==> src/rtl/dist_ctl_reg.sv <==
module dist_ctl_reg #(
  parameter int          NUM_IRQ  = 256,
  parameter int          ADDR_W   = 2,
  parameter logic [31:0] ID_VALUE = 32'h0200_143B
) (
  input  logic              clk,
  input  logic              rst_n,
  input  logic              bus_valid,
  input  logic              bus_write,
  input  logic              bus_secure,
  input  logic [ADDR_W-1:0] bus_addr,
  input  logic [31:0]       bus_wdata,
  output logic [31:0]       bus_rdata,
  output logic              en_grp0,
  output logic              en_grp1_ns,
  output logic              en_grp1_s,
  output logic              route_s,
  output logic              route_ns,
  output logic              sec_disable,
  output logic              full_update
);
  localparam int          LINES  = (NUM_IRQ - 32) / 32 - 1;
  localparam logic [31:0] NS_VIEW = 32'h8000_0012;

  localparam logic [ADDR_W-1:0] A_CTL   = ADDR_W'(0);
  localparam logic [ADDR_W-1:0] A_TYPE  = ADDR_W'(1);
  localparam logic [ADDR_W-1:0] A_IDENT = ADDR_W'(2);

  logic        g0_q, g1ns_q, g1s_q, rns_q, sd_q, upd_q;
  logic [31:0] ctl_word, wmask, merged, type_word;
  logic        ctl_wr;

  assign ctl_word  = {25'd0, sd_q, rns_q, 1'b1, 1'b0, g1s_q, g1ns_q, g0_q};
  assign ctl_wr    = bus_valid && bus_write && (bus_addr == A_CTL);

  always_comb begin
    if (sd_q)            wmask = 32'h0000_0003;
    else if (bus_secure) wmask = 32'h0000_0047;
    else                 wmask = 32'h0000_0002;
  end

  assign merged = (ctl_word & ~wmask) | (bus_wdata & wmask);

  always_ff @(posedge clk or negedge rst_n) begin
    if (!rst_n) begin
      g0_q   <= 1'b0;
      g1ns_q <= 1'b0;
      g1s_q  <= 1'b0;
      rns_q  <= 1'b1;
      sd_q   <= 1'b0;
      upd_q  <= 1'b0;
    end else begin
      upd_q <= ctl_wr;
      if (ctl_wr) begin
        g0_q   <= merged[0];
        g1ns_q <= merged[1];
        sd_q   <= merged[6];
        if (bus_wdata[6] && wmask[6]) begin
          g1s_q <= 1'b0;
          rns_q <= 1'b0;
        end else begin
          g1s_q <= merged[2];
          rns_q <= merged[5];
        end
      end
    end
  end

  assign type_word = 32'(LINES[4:0]) | {21'd0, ~sd_q, 10'd0}
                   | 32'h0378_0000;

  always_comb begin
    case (bus_addr)
      A_CTL:   bus_rdata = (!sd_q && !bus_secure) ? (ctl_word & NS_VIEW) : ctl_word;
      A_TYPE:  bus_rdata = type_word;
      A_IDENT: bus_rdata = ID_VALUE;
      default: bus_rdata = 32'd0;
    endcase
  end

  assign en_grp0     = g0_q;
  assign en_grp1_ns  = g1ns_q;
  assign en_grp1_s   = g1s_q;
  assign route_s     = 1'b1;
  assign route_ns    = rns_q;
  assign sec_disable = sd_q;
  assign full_update = upd_q;

  p_sd_sticky_r2: assert property (@(posedge clk) disable iff (!rst_n)
    sec_disable |=> sec_disable);
  p_sd_mask_r2: assert property (@(posedge clk) disable iff (!rst_n)
    (ctl_wr && sec_disable) |=> ($stable(en_grp1_s) && $stable(route_ns)));
  p_ns_mask_r4: assert property (@(posedge clk) disable iff (!rst_n)
    (ctl_wr && !bus_secure && !sec_disable) |=>
      ($stable(en_grp0) && $stable(en_grp1_s) && !sec_disable));
  p_sd_clear_r5: assert property (@(posedge clk) disable iff (!rst_n)
    $rose(sec_disable) |-> (!en_grp1_s && !route_ns));
  p_ns_view_r7: assert property (@(posedge clk) disable iff (!rst_n)
    (bus_addr == A_CTL && !bus_secure && !sec_disable) |-> ((bus_rdata & ~NS_VIEW) == 32'd0));
  p_upd_hi_r10: assert property (@(posedge clk) disable iff (!rst_n)
    ctl_wr |=> full_update);
  p_upd_lo_r10: assert property (@(posedge clk) disable iff (!rst_n)
    !ctl_wr |=> !full_update);
  p_hold_r9: assert property (@(posedge clk) disable iff (!rst_n)
    !ctl_wr |=> $stable({en_grp0, en_grp1_ns, en_grp1_s, route_ns, sec_disable}));
endmodule

==> config.mk <==
export PLATFORM = sky130hd
export DESIGN_NAME = dist_ctl_reg
export DESIGN_NICKNAME = d
export VERILOG_FILES = /design/src/rtl/dist_ctl_reg.sv
export SDC_FILE = /design/constraint.sdc
export NUM_CORES = 1
export LEC_CHECK = 0
export BUFFER_PORTS_ARGS = -buffer_cell sky130_fd_sc_hd__buf_2
export CAP_MARGIN = 25
export CORE_MARGIN = 2
export CORE_UTILIZATION = 32
export CTS_BUF_LIST = sky130_fd_sc_hd__clkbuf_4 sky130_fd_sc_hd__clkbuf_8
export CTS_CLUSTER_DIAMETER = 40
export DETAILED_ROUTE_END_ITERATION = 10
export GPL_TIMING_DRIVEN = 0
export PLACE_DENSITY = 0.9
export SYNTH_ARGS = -nofsm -noshare
export SYNTH_HDL_FRONTEND = slang
export SYNTH_SLANG_ARGS = --single-unit
==> constraint.sdc <==
create_clock -name clk -period 1.2 [get_ports clk]
set_input_delay 0.06 -clock clk [delete_from_list [all_inputs] [get_ports clk]]
set_output_delay 0.06 -clock clk [all_outputs]
set_load 0.02 [all_outputs]
==> results.md <==
- At the end of the flow, the number of nets in the layout was 168.
- The number of endpoints failing setup at the final stage is 2.
- In the finished design, the share of the clock period the worst path needs comes to 1.06.
- The maximum clock insertion buffer count is 2.
- The antenna cell count is 0.
- The total wirelength of the detailed-routed design is 1.28 mm.
- After synthesis the netlist holds a flip-flop and latch count of 6.
- Of the total synthesized cell area, the portion taken by full adders, half adders and majority gates is 0.128.
- The area of the core is about 0.0017 mm2.
- The cell taking the most area after synthesis is sky130_fd_sc_hd__buf_4.
- The highest clock frequency the design can meet is around 790 MHz.
- Clock-pin slew was measured on the worst setup and hold paths at 0.05 ns.
- The post-synthesis mux area share is 0.0449.
- The layout filler cell count is 187.
- By area the synthesized netlist is led by sky130_fd_sc_hd__buf_4 29%, sky130_fd_sc_hd__dfrtp_1 21%, sky130_fd_sc_hd__ha_1 13%, sky130_fd_sc_hd__dfstp_2 4.5%, sky130_fd_sc_hd__nand2_1 3.8%.
- The warning count from the yosys run is 0.
- The max-slew violation total from the final report came to 0.
- The reported max-cap violation count is 0.
- The number of CTS-inserted buffers is 3.
- The XOR/XNOR share of the synthesized area is 0.
- The initial antenna violation count was 0.
- The cell sitting at the root of the clock tree is a sky130_fd_sc_hd__clkbuf_4.
- The most common cell after layout, fill and taps aside is sky130_fd_sc_hd__buf_2.
- Of the synthesized area, sequential elements account for 0.259.
- The final estimated routing congestion in global placement is 0.739.
- The post-synthesis compound-gate area fraction came to 0.109.
- The average cell area after synthesis is 8.74 um2.
- The total half-perimeter wirelength after legalization and detailed placement is 1.06 mm.
- After the flow finishes, the layout carries non-filler instances totaling approximately 150.
- The cell area that synthesis handed to floorplanning was 586 um2.
- In this run, the number of DRC markers left after iteration 0 of detailed routing was 3.
- The post-route minimum period is roughly 1.3 ns.
- The number of hold violations in the final report was 0.
- The routed layout has around 560 vias.
- Summing all placed instances gives a cell area of 832 um2.
- Clock latency on the worst-skew pair, taken at its later pin, is 0.24 ns.
- Using the TritonRoute via totals, the vias-per-cell ratio works out to 3.78.
- In the global route stage, overall resource usage came out at 0.115.
- The least setup slack across all paths after layout is -0.0692 ns.
- Of the total synthesized cell area, the portion taken by AND, OR, NAND and NOR gates is 0.124.
- Once placement completed, the tool counted placed cells totaling 139.
- In this run the static leakage power is around 0.56 nW.
- The share of synthesized area in the top cell type comes to 0.295.
- The category of the critical setup timing path is reg2out.
- The run finished, with violations left.
- The first detailed-routing pass ran for 4 iterations.
- The clock skew after layout is 0.00953 ns.
- Setup repair after global routing could not meet its margin everywhere.
- The power density over cell area is 999 mW/mm2.
- STA classifies the critical path startpoint as a flop.
- The maximum fanout count along the critical path is 2.
- By area, the combinational part of the netlist is dominated by buffers and inverters.
- Relative to the synthesized area, the layout overhead comes to 55.1%.
- The die covers 0.00219 mm2.
- Measured on the finished design, the core utilization comes to 0.526.
- The site row count is 15.
- The kind of end point of the critical path is an output port.
- The checks that failed: setup timing.
- At the worst endpoint, the arrival time is 1.21 ns.
- The floorplan die width is 46.8 um.
- The netlist uses 23 different library cells.
- The y dimension of the die is 46.8 um.
- The post-route antenna net violation count is 0.
- The CTS tree is built.
- The proportion of layout cells with a drive suffix above 1 is 0.557.
- The effective utilization at floorplan is 0.339.
- Port buffering added 31 buffers.
- The post-route cell area is ~910 um2.
- The largest voltage drop on the vdd net is ~0.52 mV.
- The smallest hold slack is 0.0164 ns.
- The wire length per cell after detailed routing is 8.73 um.
- The final global-route overflow total is 0.
- The pin count of the biggest net entering global routing is 9.
- The cell count after synthesis came out at 67.
- For this design, the sink count on the clock tree is 6.
- CTS built an H-tree with a depth of 1.
- The first global-routing pass estimated 1.81 mm of wire.
- The number of global-route vias before repair was 473.
- In the routed design, unresolved DRC markers number 0.
- The data required time of the critical path is 1.14 ns.
- Leaving out fill and tap cells, the most frequent cells in the layout are 31 x sky130_fd_sc_hd__buf_2, 26 x sky130_fd_sc_hd__buf_4, 18 x sky130_fd_sc_hd__conb_1.
- The worst hold path belongs to the class in2reg.
- The boundary pin count is 78.
cell type report:
cell class                      count  area (um2)  share of cell area
Multi-Input combinational cell     50         313               0.344
Timing Repair Buffer               36         199               0.219
Buffer                             23         173               0.190
Sequential cell                     6         151               0.167
Tap cell                           25        31.3              0.0344
Clock buffer                        4        30.0              0.0331
Inverter                            3        11.3              0.0124
per-layer routing:
layer  global-route usage  up-vias  wire, um
met3               0.0231        2       128
met1                0.115      238       462
li1                     -      287         -
met4               0.0500        0        11
met2                0.225       29       680
met5                    0        -         0
critical path: stages (launching register included):
cell	delay [ns]
sky130_fd_sc_hd__dfstp_2	0.53
sky130_fd_sc_hd__nand2_1	0.06
sky130_fd_sc_hd__o31ai_1	0.18
sky130_fd_sc_hd__buf_2	0.20
report_power, final:
part | switching [mW] | internal (mW)
clock network | 0.0761 | 0.149
registers | 0.0301 | 0.234
logic | 0.237 | 0.181
total | 0.343 | 0.564
synth_stat cells:
| library cell | count |
|---|---|
| sky130_fd_sc_hd__buf_4 | 23 |
| sky130_fd_sc_hd__nand4_1 | 1 |
| sky130_fd_sc_hd__o2111ai_1 | 1 |
| sky130_fd_sc_hd__nand2_1 | 6 |
| sky130_fd_sc_hd__a21oi_1 | 1 |
| sky130_fd_sc_hd__dfrtp_1 | 5 |
| sky130_fd_sc_hd__o41ai_1 | 1 |
| sky130_fd_sc_hd__and3_4 | 1 |
| sky130_fd_sc_hd__inv_1 | 3 |
| sky130_fd_sc_hd__mux2_4 | 1 |
| sky130_fd_sc_hd__conb_1 | 2 |
| sky130_fd_sc_hd__or2_2 | 1 |
| sky130_fd_sc_hd__o31ai_1 | 2 |
| sky130_fd_sc_hd__o21a_1 | 1 |
| sky130_fd_sc_hd__mux2_2 | 1 |
| sky130_fd_sc_hd__ha_1 | 6 |
| sky130_fd_sc_hd__buf_2 | 1 |
| sky130_fd_sc_hd__nor2_1 | 4 |
| sky130_fd_sc_hd__nand2b_1 | 1 |
| sky130_fd_sc_hd__o21ai_2 | 1 |
| sky130_fd_sc_hd__nand3_1 | 1 |
| sky130_fd_sc_hd__dfstp_2 | 1 |
| sky130_fd_sc_hd__o21ai_0 | 2 |
per-stage QoR:
step	TNS, ns	power [mW]	worst slack (ns)
after floorplan	-0.292	0.541	-0.146
after global placement	-0.166	0.640	-0.0943
after detailed placement	-0.246	0.647	-0.128
after CTS	-0.152	0.911	-0.0639
after global routing	-0.294	0.969	-0.124
final	-0.106	0.908	-0.0692
kinds of logic after synthesis:
logic type / Yosys count
buffers and inverters: 27
other: 2
AND/OR/NAND/NOR: 15
adder cells (fa/ha/maj): 6
AO/OA/AOI/OAI: 9
flip-flops: 6
multiplexers: 2
what timing repair did:
item / CTS / global route
setup buffers: 3 / 1
hold endpoints to repair: 6 / 0
hold buffers: 1 / 0
gates resized for setup: 3 / 2
pin swaps: 2 / 1
endpoints found under the setup margin: 4 / 5
worst paths after layout:
check	from	to	slack, ns	depth (start not counted)
setup / recovery	route_ns$_DFFE_PN1P_	bus_rdata[5]	-0.07	3
hold / removal	bus_wdata[6]	en_grp1_s$_DFFE_PN0P_	0.02	2
setup reg to reg	flop	flop	0.03	3
hold reg to reg	en_grp1_ns$_DFFE_PN0P_	en_grp1_ns$_DFFE_PN0P_	0.52	1
max in group asynchronous	rst_n	route_ns$_DFFE_PN1P_	0.81	2
min in group asynchronous	rst_n	async pin	0.16	2
(Power assumes the default switching activity.)
